--- src/rtl/mca_pos_pkg.sv ---
package mca_pos_pkg;

  localparam int ADDR_W = 16;
  localparam int BYTE_W = 8;
  localparam int IDX_W  = 3;

  typedef struct packed {
    logic [ADDR_W-1:0] addr;
    logic              rd;
    logic              setup;
    logic              tc;
    logic              grant;
  } pos_snap_t;

  // Address falls inside the eight-byte window starting at base
  function automatic logic in_window(input logic [ADDR_W-1:0] a,
                                     input logic [ADDR_W-1:0] base);
    return a[ADDR_W-1:IDX_W] == base[ADDR_W-1:IDX_W];
  endfunction

  // Option bytes 2..5 accept writes
  function automatic logic idx_writable(input logic [IDX_W-1:0] idx);
    return (idx >= 3'd2) && (idx <= 3'd5);
  endfunction

  // Option-register slot for a writable index
  function automatic int unsigned opt_slot(input logic [IDX_W-1:0] idx);
    return int'(idx) - 2;
  endfunction

endpackage

--- src/rtl/mca_pos_snapshot.sv ---
module mca_pos_snapshot
  import mca_pos_pkg::*;
(
  input  logic              clk,
  input  logic              rst,
  input  logic              adl_n,
  input  logic [ADDR_W-1:0] addr,
  input  logic              io_read,
  input  logic              setup_sel,
  input  logic              tc_in,
  input  logic              grant_in,
  output logic              adl_fall,
  output pos_snap_t         snap
);

  logic adl_q;

  assign adl_fall = adl_q && !adl_n;

  always_ff @(posedge clk) begin
    if (rst) begin
      adl_q <= 1'b1;
      snap  <= '0;
    end else begin
      adl_q <= adl_n;
      if (adl_fall) begin
        snap.addr  <= addr;
        snap.rd    <= io_read;
        snap.setup <= setup_sel;
        snap.tc    <= tc_in;
        snap.grant <= grant_in;
      end
    end
  end

endmodule

--- src/rtl/mca_pos_regfile.sv ---
module mca_pos_regfile
  import mca_pos_pkg::*;
#(
  parameter logic [15:0] ADAPTER_ID = 16'h7E91,
  parameter int          N_OPT      = 4
) (
  input  logic              clk,
  input  logic              rst,
  input  logic              wr_stb,
  input  logic [IDX_W-1:0]  wr_idx,
  input  logic [BYTE_W-1:0] wr_data,
  input  logic [IDX_W-1:0]  rd_idx,
  output logic [BYTE_W-1:0] rd_data,
  output logic              opt_bit0
);

  logic [BYTE_W-1:0] opt_q [N_OPT];

  for (genvar g = 0; g < N_OPT; g++) begin : g_opt
    always_ff @(posedge clk) begin
      if (rst) begin
        opt_q[g] <= '0;
      end else if (wr_stb && idx_writable(wr_idx) && opt_slot(wr_idx) == g) begin
        opt_q[g] <= wr_data;
      end
    end
  end

  always_comb begin
    unique case (rd_idx)
      3'd0:    rd_data = ADAPTER_ID[7:0];
      3'd1:    rd_data = ADAPTER_ID[15:8];
      3'd2:    rd_data = opt_q[0];
      3'd3:    rd_data = opt_q[1];
      3'd4:    rd_data = opt_q[2];
      3'd5:    rd_data = opt_q[3];
      default: rd_data = '0;
    endcase
  end

  assign opt_bit0 = opt_q[0][0];

endmodule

--- src/rtl/mca_pos_responder.sv ---
module mca_pos_responder
  import mca_pos_pkg::*;
#(
  parameter logic [15:0] POS_BASE   = 16'h0100,
  parameter logic [15:0] ADAPTER_ID = 16'h7E91
) (
  input  logic        clk,
  input  logic        rst,
  input  logic        adl_n,
  input  logic        cmd_n,
  input  logic        io_read,
  input  logic [15:0] addr,
  input  logic        setup_sel,
  input  logic        tc_in,
  input  logic        grant_in,
  input  logic [7:0]  data_in,
  output logic [7:0]  data_out,
  output logic        data_oe,
  output logic        card_enable,
  output logic        snap_tc,
  output logic        snap_grant
);

  pos_snap_t         snap;
  logic              adl_fall;
  logic              cmd_q;
  logic              cmd_rise;
  logic              snap_hit;
  logic              wr_stb;
  logic [IDX_W-1:0]  pos_idx;
  logic [BYTE_W-1:0] rd_data;

  mca_pos_snapshot u_snap (
    .clk       (clk),
    .rst       (rst),
    .adl_n     (adl_n),
    .addr      (addr),
    .io_read   (io_read),
    .setup_sel (setup_sel),
    .tc_in     (tc_in),
    .grant_in  (grant_in),
    .adl_fall  (adl_fall),
    .snap      (snap)
  );

  always_ff @(posedge clk) begin
    if (rst) cmd_q <= 1'b1;
    else     cmd_q <= cmd_n;
  end

  assign cmd_rise = !cmd_q && cmd_n;
  assign pos_idx  = snap.addr[IDX_W-1:0];
  assign snap_hit = in_window(snap.addr, POS_BASE) && snap.setup;
  assign wr_stb   = cmd_rise && snap_hit && !snap.rd;

  mca_pos_regfile #(
    .ADAPTER_ID (ADAPTER_ID),
    .N_OPT      (4)
  ) u_regs (
    .clk      (clk),
    .rst      (rst),
    .wr_stb   (wr_stb),
    .wr_idx   (pos_idx),
    .wr_data  (data_in),
    .rd_idx   (pos_idx),
    .rd_data  (rd_data),
    .opt_bit0 (card_enable)
  );

  assign data_oe    = !cmd_n && snap_hit && snap.rd;
  assign data_out   = data_oe ? rd_data : '0;
  assign snap_tc    = snap.tc;
  assign snap_grant = snap.grant;

endmodule

--- config.mk ---
export PLATFORM = sky130hd
export DESIGN_NAME = mca_pos_responder
export DESIGN_NICKNAME = d
export VERILOG_FILES = /design/src/rtl/mca_pos_pkg.sv /design/src/rtl/mca_pos_snapshot.sv /design/src/rtl/mca_pos_regfile.sv /design/src/rtl/mca_pos_responder.sv
export SDC_FILE = /design/constraint.sdc
export NUM_CORES = 1
export LEC_CHECK = 0
export ABC_AREA = 1
export BUFFER_PORTS_ARGS = -buffer_cell sky130_fd_sc_hd__buf_4
export CAP_MARGIN = 20
export CORE_ASPECT_RATIO = 1.4
export CORE_MARGIN = 2
export CORE_UTILIZATION = 45
export DETAILED_ROUTE_END_ITERATION = 10
export PLACE_DENSITY_LB_ADDON = 0.12
export SYNTH_ARGS = -nofsm -noshare
export SYNTH_HDL_FRONTEND = slang
export SYNTH_SLANG_ARGS = --single-unit
--- constraint.sdc ---
create_clock -name clk -period 1.8 [get_ports clk]
set_input_delay 0.36 -clock clk [delete_from_list [all_inputs] [get_ports clk]]
set_output_delay 0.36 -clock clk [all_outputs]
set_load 0.005 [all_outputs]
==> results of run 1 <==
==> kinds of logic after synthesis <==
group | count (synthesis)
adders and majority gates | 3
DFF | 54
AOI/OAI and AO/OA | 38
and+or+nand+nor | 155
buffers and inverters | 31
==> repair_timing <==
action / CTS / global route
gates resized for setup: 20 / 64
cloned: 0 / 0
pin swaps: 5 / 25
setup endpoints to repair: 42 / 57
setup buffers: 6 / 5
==> critical path, cell delays in order, from the launching register on <==
cell       delay (ns)
dfxtp_2          0.34
inv_2            0.05
nor2_4           0.10
nand2_2          0.07
nor2_4           0.12
o2111ai_2        0.14
buf_6            0.18
nor2_4           0.13
buf_6            0.10
==> sequential cells by signal (all words and copies together), names as in the netlist <==
signal	flops
u_snap.snap	20
cmd_q	1
u_snap.adl_q	1
u_regs.opt_q	32
==> synth_stat cells <==
cell type / n / area (um^2)
o21a_1: 3 / 22.5
nand2_2: 1 / 6.26
or2_1: 1 / 6.26
o2111ai_1: 1 / 8.76
nor2_1: 88 / 330
and3_2: 1 / 7.51
nand3_4: 5 / 87.6
buf_1: 1 / 3.75
nand3_2: 1 / 10.0
dfxtp_1: 22 / 440
ha_1: 3 / 37.5
nor3_1: 3 / 15.0
nand2_1: 44 / 165
nor3b_1: 1 / 7.51
inv_1: 22 / 82.6
clkbuf_1: 4 / 15.0
nand3_1: 5 / 25.0
o21ai_0: 25 / 125
nor2_2: 2 / 12.5
nor2_8: 1 / 20.0
nor3_4: 1 / 16.3
a211oi_1: 1 / 7.51
nand2_4: 1 / 11.3
a21oi_1: 8 / 40.0
buf_2: 2 / 10.0
edfxtp_1: 32 / 961
inv_2: 2 / 7.51
==> power groups by stage <==
stage / registers (uW) / logic (uW) / clock network, uW
after detailed placement: 1430 / 310 / 0
after CTS: 1400 / 340 / 774
after floorplan: 1420 / 180 / 0
after global routing: 1410 / 429 / 815
after global placement: 1430 / 307 / 0
final: 1410 / 389 / 769
==> layer usage <==
metal / routed length [um] / part of all wire / vias up / GRT usage
met4: 201 / 0.034 / 0 / 0.0697
met2: 3270 / 0.55 / 54 / 0.377
met1: 2200 / 0.37 / 957 / 0.226
met3: 238 / 0.040 / 15 / 0.0331
met5: 0 / 0 / - / 0
li1: - / - / 1045 / -
==> final timing paths <==
| path | cells past startpoint | to | slack, ns | startpoint |
|---|---|---|---|---|
| worst min-delay path | 3 | u_snap.adl_q | 0.24 | adl_n |
| worst min register to register | 2 | u_snap.snap[16] | 0.48 | u_snap.snap[16] |
| worst max-delay path | 8 | data_out[4] | -0.11 | u_snap.snap[12] |
| worst max register to register | 10 | u_regs.opt_q[1][7] | -0.02 | u_snap.snap[6] |
==> cell type report <==
type | count | area [um^2]
multi-input combinational | 196 | 1180
timing repair buffer | 67 | 542
inverter | 24 | 97.6
sequential | 54 | 1420
clock inverter | 2 | 13.8
tap | 68 | 85.1
clock buffer | 6 | 93.8
fill | 487 | 1970
==> stage by stage <==
| stage | hold slack (ns) | cell area [um^2] | util |
|---|---|---|---|
| global route | 0.249 | 3440 | 0.636 |
| finish | 0.244 | 3440 | 0.636 |
| global placement | 0.441 | 2990 | 0.553 |
| floorplan | 0.430 | 2500 | - |
| CTS | 0.242 | 3190 | 0.591 |
| detailed placement | 0.451 | 2990 | 0.553 |
==> impl_results.md, run 1 <==
* Crit-path max FO at 8
* Fin nets at 383
* Total number of vias at around 2100
* Number of max-cap violations at 0
* Yosys reg bits at 54
* PortBufs at 43
* Clk network pwr share at 0.300
* Failing checks: negative setup slack
* Seq pwr share at 0.549
* # rows at 32
* Drt wl/cell at 14.2 um
* Endpoints failing setup at 27
* Clk Latency, worst-skew pair at 0.31 ns
* Drt pass-1 iters at 4
* Fin worst setup slack at -0.108 ns
* Final hold viol count at 0
* Final slew viol count at 0
* Initial antenna violation count at 0
* Post-DR vias/cell at a little under 5
* Pleak at 0.00147 uW
* Largest net degree at the start of global routing at 26
* Worst setup SP type: register
* Internal power at ~1900 uW
* Pwr per Cell Area at 746 nW/um^2
* Tmin final at 1.91 ns
* Fin cells at 417
* Post-synthesis mux area share at 0
* Setup crit end kind: output port
* Total core area at approximately 5400 um^2
* Initial Utilization at 0.459
* Die Span X at 66.8 um
* Number of CTS-inserted buffers at 5
* Post-synthesis cell type count at 27
* IO Pins at 44
* Hold_buf cts at 0
* Yosys warns at 0
* Dpl ws at -0.0791 ns
* Reg clk slew, reported paths at around 0.1 ns
* Die Height at 91.9 um
* GRT overflow at 0
* Initial DRC count at 118
* Adder-Cell Fraction of Synth Area at 0.0151
* Synthesized area per cell at 8.83 um^2
* Residual DRC count at 0
* Period utilization at 1.06
* Antenna Nets Post-Route at 0
* Hold Path Class: input pin to register
* ANT cells at 0
* Total track usage at 0.203
* Setup CP Type: register to output port
* Pwr Total at 2560 uW
* Comb pwr share at 0.151
* Crit path arrival time at 1.55 ns
* Area Growth Syn to Fin at 38.4%
* Simple-gate share of the synthesized area at 0.290
* Setup TNS at -0.769 ns
* Final WL at just under 6 mm
* Relative slew slack at 0.727
* Layout cells sized above 1 at 0.433
* First-pass GRT wire length at 9.23 mm
* Final clock skew at 0.00883 ns
* XOR/XNOR Fraction of Synth Area at 0
* Max Root-Sink Buffers at 2
* Mapped Nets at 316
* Sequential share of the synthesized area at 0.565
* Unrepaired setup endpoints after global routing: yes
* Status: complete, but fails checks
* Inst Count DP at 398
* Post-Syn Instances at 281
* Commonest non-fill, non-tap cell in the layout: nor2_1
* Worst path required time at 1.44 ns
* Gp weighted congestion at slightly below 0.8
* TritonCTS Sinks at 54
* Root Buffer: clkbuf_8
* H-tree Lvls at 2
* P_sw at 669 uW
* Worst-Margin Slew at 0.410 ns
* Compound-Gate Fraction of Synth Area at 0.0822
* CTS tree: built
* Worst IR Drop VDD at 0.639 mV
* Vias in the first global route at 1935
* Achievable frequency at about 520 MHz
* Die area at 6130 um^2
* Largest family of logic cells by synthesized area: simple AND/OR/NAND/NOR gates
* Syn Std Cell Area at 2480 um^2
* Sw frac at 0.261
* DP HPWL at roughly 4.3 mm
* Commonest non-fill, non-tap cells in the layout: nor2_1 (64), buf_4 (59), edfxtp_1 (32)
No activity file was read; power rests on OpenSTA's default activity.
==> run 2: changes to the inputs <==
--- a/config.mk
+++ b/config.mk
@@ -6,12 +6,12 @@
 export NUM_CORES = 1
 export LEC_CHECK = 0
 export ABC_AREA = 1
-export BUFFER_PORTS_ARGS = -buffer_cell sky130_fd_sc_hd__buf_4
 export CAP_MARGIN = 20
 export CORE_ASPECT_RATIO = 1.4
 export CORE_MARGIN = 2
 export CORE_UTILIZATION = 45
 export DETAILED_ROUTE_END_ITERATION = 10
+export DONT_BUFFER_PORTS = 1
 export PLACE_DENSITY_LB_ADDON = 0.12
 export SYNTH_ARGS = -nofsm -noshare
 export SYNTH_HDL_FRONTEND = slang
==> run 2 against run 1 <==
  * The flow still finishes with violations (negative setup slack)
  * Via count is 11% lower
  * Combinational power is 11% lower
  * Sequential share of layout area is 4.6 points higher
  * Highest routed layer unchanged
==> impl_results.md, run 2 (synthesis results as in run 1) <==
* Pwr per Cell Area at 798 nW/um^2 (+6.9%)
* Fin nets at 333 (-13%)
* Worst IR Drop VDD at 0.556 mV (-13%)
* DP HPWL at 4.10 mm (-5.4%)
* Final hold viol count at 0 (unchanged)
* Setup crit end kind: output port
* Initial Utilization at 0.459 (unchanged)
* Relative slew slack at 0.722 (-0.00481)
* Hold_buf cts at 0 (unchanged)
* Endpoints failing setup at 1 (-96%)
* Worst path required time at 1.44 ns (about the same)
* Total track usage at 0.197 (-0.00588)
* Commonest non-fill, non-tap cell in the layout: nor2_1
* Max reg flops at 32 (unchanged)
* Fin cells at 367 (-12%)
* Antenna Nets Post-Route at 0 (unchanged)
* Gp weighted congestion at 0.811 (+1.9%)
* Crit-path leading delay family: compound AO/OA/AOI/OAI gates
* Achievable frequency at 552 MHz (+5.3%)
* Pleak at 0.00129 uW (-12%)
* Setup CP Type: register to output port
* P_sw at 681 uW (+1.8%)
* Number of CTS-inserted buffers at 5 (unchanged)
* CTS tree: built
* Crit-path max FO at 8 (unchanged)
* Crit path arrival time at 1.45 ns (-0.10 ns)
* Setup TNS at -0.0114 ns (+0.757 ns)
* Sw frac at 0.277 (+0.0159)
* Status: complete, but fails checks
* Final slew viol count at 0 (unchanged)
* Biggest register: u_regs.opt_q
* Final clock skew at 0.0103 ns (+0.00146 ns)
* Drt wl/cell at 14.6 um (+3.2%)
* Top flop regs: u_regs.opt_q x32, u_snap.snap x20
* Failing checks: negative setup slack
* Commonest non-fill, non-tap cells in the layout: nor2_1 (69), edfxtp_1 (32), nand2_1 (26)
* GRT overflow at 0 (unchanged)
* Period utilization at 1.01 (-0.0535)
* Unrepaired setup endpoints after global routing: yes
* H-tree Lvls at 2 (unchanged)
* Residual DRC count at 0 (unchanged)
* Die Height at 91.9 um (unchanged)
* Drt pass-1 iters at 4 (unchanged)
* Hold Path Class: input pin to register
* Die Span X at 66.8 um (unchanged)
* IO Pins at 44 (unchanged)
* Internal power at 1780 uW (-6.1%)
* Worst-Margin Slew at 0.417 ns (+0.00721 ns)
* Slowest-stage cell, CP: dfxtp_4
* Clk network pwr share at 0.289 (-0.011)
* PortBufs at 0 (-100%)
* ANT cells at 0 (unchanged)
* Root Buffer: clkbuf_8
* Clk Latency, worst-skew pair at 0.32 ns (about the same)
* Fin worst setup slack at -0.0114 ns (+0.0964 ns)
* Largest net degree at the start of global routing at 31 (+19%)
* Reg clk slew, reported paths at 0.09 ns (about the same)
* Total core area at 5410 um^2 (unchanged)
* Area Growth Syn to Fin at 24.2%
* Number of max-cap violations at 0 (unchanged)
* Total number of vias at 1847 (-11%)
* Worst setup SP type: register
* Tmin final at 1.81 ns (-0.0964 ns)
* Die area at 6130 um^2 (unchanged)
* Total of fill cells in the finished design at 527 (+8.2%)
* # rows at 32 (unchanged)
* Dpl ws at 0.0916 ns (+0.171 ns)
* Layout cells sized above 1 at 0.334 (-0.0982)
* Util after Layout at 0.570 (-0.0653)
* Vias in the first global route at 1812 (-6.4%)
* Buf/Inv on CP at 2 (-1)
* Worst path cell trace: inv_2 -> buf_4 -> o21ai_4 -> nand2_4 -> a211oi_4 -> nor2_4
* First-pass GRT wire length at 8.85 mm (-4.1%)
* TritonCTS Sinks at 54 (unchanged)
* R2r setup slk at 0.11 ns (+0.13 ns)
* Final WL at 5.37 mm (-9.2%)
* Max Root-Sink Buffers at 2 (unchanged)
* Largest stage delay, worst path at 0.37 ns (+0.03 ns)
* Initial antenna violation count at 0 (unchanged)
* Inst Count DP at 356 (-11%)
* Post-DR vias/cell at 5.03 (+1.3%)
* Seq pwr share at 0.570 (+0.021)
* Initial DRC count at 101 (-14%)
* Comb pwr share at 0.140 (-0.011)
==> run 2: cell types whose count changed in the layout (fill, tap and decap cells not counted), moves of 5 or more <==
cell,change
nor2_2,-11
nor2_1,+5
nor2_4,+6
nand2_4,+8
buf_4,-45
==> run 2: timing repair <==
item                                    4_1_cts  5_1_grt
setup buffers                                 3        1
endpoints found under the setup margin        8       41
pin swaps                                     9       13
gates cloned                                  0        0
gates resized for setup                      58       35
==> run 2: metrics by stage <==
| stage | instance area [um^2] | power, uW | hold WS (ns) |
|---|---|---|---|
| after CTS | 2950 | 2440 | 0.150 |
| after global placement | 2660 | 1680 | 0.443 |
| after global routing | 3080 | 2570 | 0.169 |
| after detailed placement | 2660 | 1680 | 0.453 |
| after floorplan | 2500 | 1600 | 0.430 |
| final | 3080 | 2460 | 0.156 |
==> run 2: power groups by stage <==
| stage | logic, uW | registers (uW) | clock network (uW) |
|---|---|---|---|
| 2_1_floorplan | 180 | 1420 | 0 |
| 3_3_place_gp | 257 | 1420 | 0 |
| 3_5_place_dp | 259 | 1420 | 0 |
| 4_1_cts | 312 | 1400 | 726 |
| 5_1_grt | 383 | 1410 | 773 |
| 6_report | 345 | 1400 | 712 |
==> run 2: worst paths after layout <==
| check | end | cells after the start | startpoint |
|---|---|---|---|
| max reg2reg | u_regs.opt_q[3][1] | 9 | u_snap.snap[6] |
| min reg2reg | u_snap.snap[12] | 2 | u_snap.snap[12] |
| max | data_out[0] | 6 | u_snap.snap[6] |
| min | u_snap.adl_q | 2 | adl_n |
==> run 2: cell type report <==
type,instances,area [um^2],area share
flip-flops and latches,54,1420,0.459
multi-input cells,196,1260,0.407
repair buffers,17,139,0.0450
inverters,24,92.6,0.0300
well taps,68,85.1,0.0276
clock buffers,5,68.8,0.0223
clock inverters,3,26.3,0.00852
==> run 2: per-layer routing <==
layer  GRT usage  up-vias  wire length (um)
li1            -      943                 -
met1       0.226      845              2030
met3      0.0380        9               207
met4      0.0765        0               167
met2       0.351       50              2960
met5           0        -                 0
==> run 3: changes to the inputs <==
--- a/config.mk
+++ b/config.mk
@@ -5,7 +5,7 @@
 export SDC_FILE = /design/constraint.sdc
 export NUM_CORES = 1
 export LEC_CHECK = 0
-export ABC_AREA = 1
+export ABC_CLOCK_PERIOD_IN_PS = 1800
 export CAP_MARGIN = 20
 export CORE_ASPECT_RATIO = 1.4
 export CORE_MARGIN = 2
==> run 3 against run 2 <==
  * The run still ends with negative setup slack left
  * Cell count down 9.8%
  * Critical path depth down 1
  * First-iteration DRC count down 44%
  * Clock power up 17%
  * Maximum frequency down 18%
  * Combinational power down 26%
  * Wire length down 0.60%
  * Sequential share of layout area down 0.78 points
  * Utilization up 2.9 points
  * Final area up 1.1%
  * Critical endpoint is now data_out[3]
  * Highest routed layer unchanged
==> impl_results.md, run 3 <==
* Commonest non-fill, non-tap cells in the layout: nand2_1 (45), edfxtp_1 (32), a21oi_1 (25)
* Max reg flops at 32 (unchanged)
* Final clock skew at 0.0127 ns (+0.00244 ns)
* Share of the synthesized area in the top cell type at 0.397 (+0.00980)
* Initial Utilization at 0.466 (+0.00656)
* IO Pins at 44 (unchanged)
* Initial DRC count at 57 (-44%)
* Root Buffer: clkbuf_8
* Achievable frequency at 452 MHz (-18%)
* Vias in the first global route at 1818 (+0.33%)
* Layout cells sized above 1 at 0.313 (-0.0212)
* P_sw at 590 uW (-13%)
* DP HPWL at 3.72 mm (-9.3%)
* PortBufs at 0 (unchanged)
* Slowest-stage cell, CP: or4_4
* Total track usage at 0.192 (-0.00498)
* Largest net degree at the start of global routing at 35 (+13%)
* Residual DRC count at 0 (unchanged)
* Drt wl/cell at 16.1 um (+10%)
* Number of CTS-inserted buffers at 5 (unchanged)
* Clk network pwr share at 0.337 (+0.048)
* Pwr per Cell Area at 793 nW/um^2 (-0.64%)
* Mapped Nets at 283 (-10%)
* Most frequent cells after synthesis: nand2_1 (45), nor2_1 (44), edfxtp_1 (32)
* Pleak at 0.00107 uW (-18%)
* Largest stage delay, worst path at 0.54 ns (+0.17 ns)
* Asr flop ratio synth at 0 (unchanged)
* GRT overflow at 0 (unchanged)
* Fin nets at 299 (-10%)
* Commonest non-fill, non-tap cell in the layout: nand2_1
* Hold Path Sink: u_snap.snap[16]
* Util after Layout at 0.600 (+0.0293)
* Post-synthesis cell type count at 28 (+3.7%)
* Die area at 5990 um^2 (-2.3%)
* Hold path startpoint: rst
* Fin worst setup slack at -0.414 ns (-0.402 ns)
* FF-to-FF Start: u_snap.snap[5]
* Area Growth Syn to Fin at 28.7%
* Antenna Nets Post-Route at 0 (unchanged)
* Comb pwr share at 0.104 (-0.036)
* Sequential share of the synthesized area at 0.579 (+0.0143)
* Most frequent cell after synthesis: nand2_1
* Relative slew slack at 0.664 (-0.0574)
* Worst path cell trace: or4_4 -> nor3b_2 -> and3_1 -> buf_6 -> and3_4
* TritonCTS Sinks at 54 (unchanged)
* Sw frac at 0.239 (-0.0380)
* Failing checks: negative setup slack
* Total number of vias at 1792 (-3.0%)
* Hold Path Class: input pin to register
* Gp weighted congestion at 0.799 (-1.4%)
* Crit path arrival time at 1.85 ns (+0.40 ns)
* Die Span X at 66.0 um (-1.2%)
* Inst Count DP at 323 (-9.3%)
* Total core area at 5200 um^2 (-3.8%)
* Drt pass-1 iters at 4 (unchanged)
* Worst path required time at 1.44 ns (about the same)
* Setup crit end kind: output port
* Final WL at 5.34 mm (-0.60%)
* Clk Latency, worst-skew pair at 0.31 ns (about the same)
* R2r setup slk at -0.20 ns (-0.31 ns)
* First-pass GRT wire length at 8.51 mm (-3.7%)
* Setup CP Type: register to output port
* Final hold viol count at 0 (unchanged)
* Synth area leaders: edfxtp_1 (40%), dfxtp_1 (18%), nand2_1 (7.0%), nor2_1 (6.8%), a21oi_1 (5.2%)
* Number of cells on the worst reg-to-reg path at 6 (-3)
* Period utilization at 1.23 (+0.224)
* Hold_buf cts at 0 (unchanged)
* Synth area leader: edfxtp_1
* Crit-path leading delay family: simple AND/OR/NAND/NOR gates
* Status: complete, but fails checks
* Max Root-Sink Buffers at 2 (unchanged)
* Worst-Margin Slew at 0.502 ns (+0.0849 ns)
* Yosys reg bits at 54 (unchanged)
* Post-DR vias/cell at 5.41 (+7.6%)
* Min Hold Slack at 0.109 ns (-0.0468 ns)
* Initial antenna violation count at 0 (unchanged)
* Internal power at 1880 uW (+5.7%)
* H-tree Lvls at 2 (unchanged)
* Syn Std Cell Area at 2420 um^2 (-2.5%)
* Top FF cell, synth: edfxtp_1
* Crit Reg-Reg Endpoint: u_regs.opt_q[0][0]
* CTS tree: built
* Post-synth EDFFs at 32 (unchanged)
* Tmin final at 2.21 ns (+0.402 ns)
* Buf/Inv on CP at 1 (-1)
* Reg clk slew, reported paths at 0.09 ns (about the same)
* Worst setup SP type: register
* Post-Syn Instances at 248 (-12%)
* # rows at 31 (-3.1%)
* Yosys warns at 0 (unchanged)
* Seq pwr share at 0.559 (-0.011)
* Hold path depth at 1 (-1)
* ANT cells at 0 (unchanged)
* Endpoints failing setup at 73 (+72)
* Crit-path max FO at 8 (unchanged)
* Fin cells at 331 (-9.8%)
* Biggest register: u_regs.opt_q
* Worst IR Drop VDD at 0.673 mV (+21%)
* Synthesized area per cell at 9.76 um^2 (+11%)
* Final slew viol count at 0 (unchanged)
* Top flop regs: u_regs.opt_q x32, u_snap.snap x20
* Number of max-cap violations at 0 (unchanged)
* Unrepaired setup endpoints after global routing: yes
* Die Height at 90.8 um (-1.2%)
## run 3: cells by family after synthesis
family          synth area share
buf+inv                   0.0233
mux                       0.0248
simple gates               0.244
flops                      0.579
fa+ha+maj                 0.0155
compound gates             0.113
## run 3: layout make-up
class                      count  area (um^2)
fill                         446         2080
sequential                    54         1410
multi-input combinational    179         1290
timing repair buffer          21          205
tap                           66         82.6
clock buffer                   5         68.8
clock inverter                 3         47.5
inverter                       3         18.8
## run 3: metrics by stage
step | area, um^2 | power, uW | setup TNS, ns | setup slack [ns]
2_1_floorplan | 2580 | 1580 | -22.29 | -0.413
5_1_grt | 3120 | 2550 | -18.40 | -0.500
3_5_place_dp | 2760 | 1650 | -14.12 | -0.231
4_1_cts | 2930 | 2470 | -13.52 | -0.450
6_report | 3120 | 2470 | -13.13 | -0.414
3_3_place_gp | 2760 | 1640 | -11.71 | -0.199
## run 3: worst max path at each step
stage | from | endpoint | slack [ns] | depth (start not counted)
after global routing | u_snap.snap[7] | data_out[3] | -0.50 | 5
after CTS | u_snap.snap[7] | data_out[3] | -0.45 | 5
after floorplan | u_snap.snap[6] | u_regs.opt_q[0][0] | -0.41 | 7
after detailed placement | u_snap.snap[6] | u_regs.opt_q[3][6] | -0.23 | 6
after global placement | u_snap.snap[7] | data_out[3] | -0.20 | 5
final | u_snap.snap[7] | data_out[3] | -0.41 | 5
## run 3: timing repair
item / in CTS / in global routing
endpoints found under the setup margin: 73 / 73
gates cloned: 0 / 0
endpoints found under the hold margin: 0 / 0
resized for setup: 16 / 50
pin swaps: 5 / 0
setup buffers: 0 / 0
## run 3: worst register-to-register path, cell delays in order, from the launching register on
cell	delay, ns
dfxtp_2	0.37
inv_4	0.04
ha_4	0.24
or4bb_4	0.46
nor2_4	0.23
o2111ai_4	0.19
nand2b_4	0.19
## run 3: power groups by stage
stage	sequential, uW	combinational (uW)	clock, uW
3_5_place_dp	1410	236	0
6_report	1380	256	834
4_1_cts	1380	245	842
2_1_floorplan	1400	181	0
3_3_place_gp	1410	231	0
5_1_grt	1390	282	876
## run 3: metal layers
layer  track usage  wire [um]  vias to the layer above
li1              -          -                      892
met1         0.205       2050                      856
met2         0.354       3020                       40
met3        0.0337        188                        4
met4        0.0884         76                        0
met5             0          0                        -
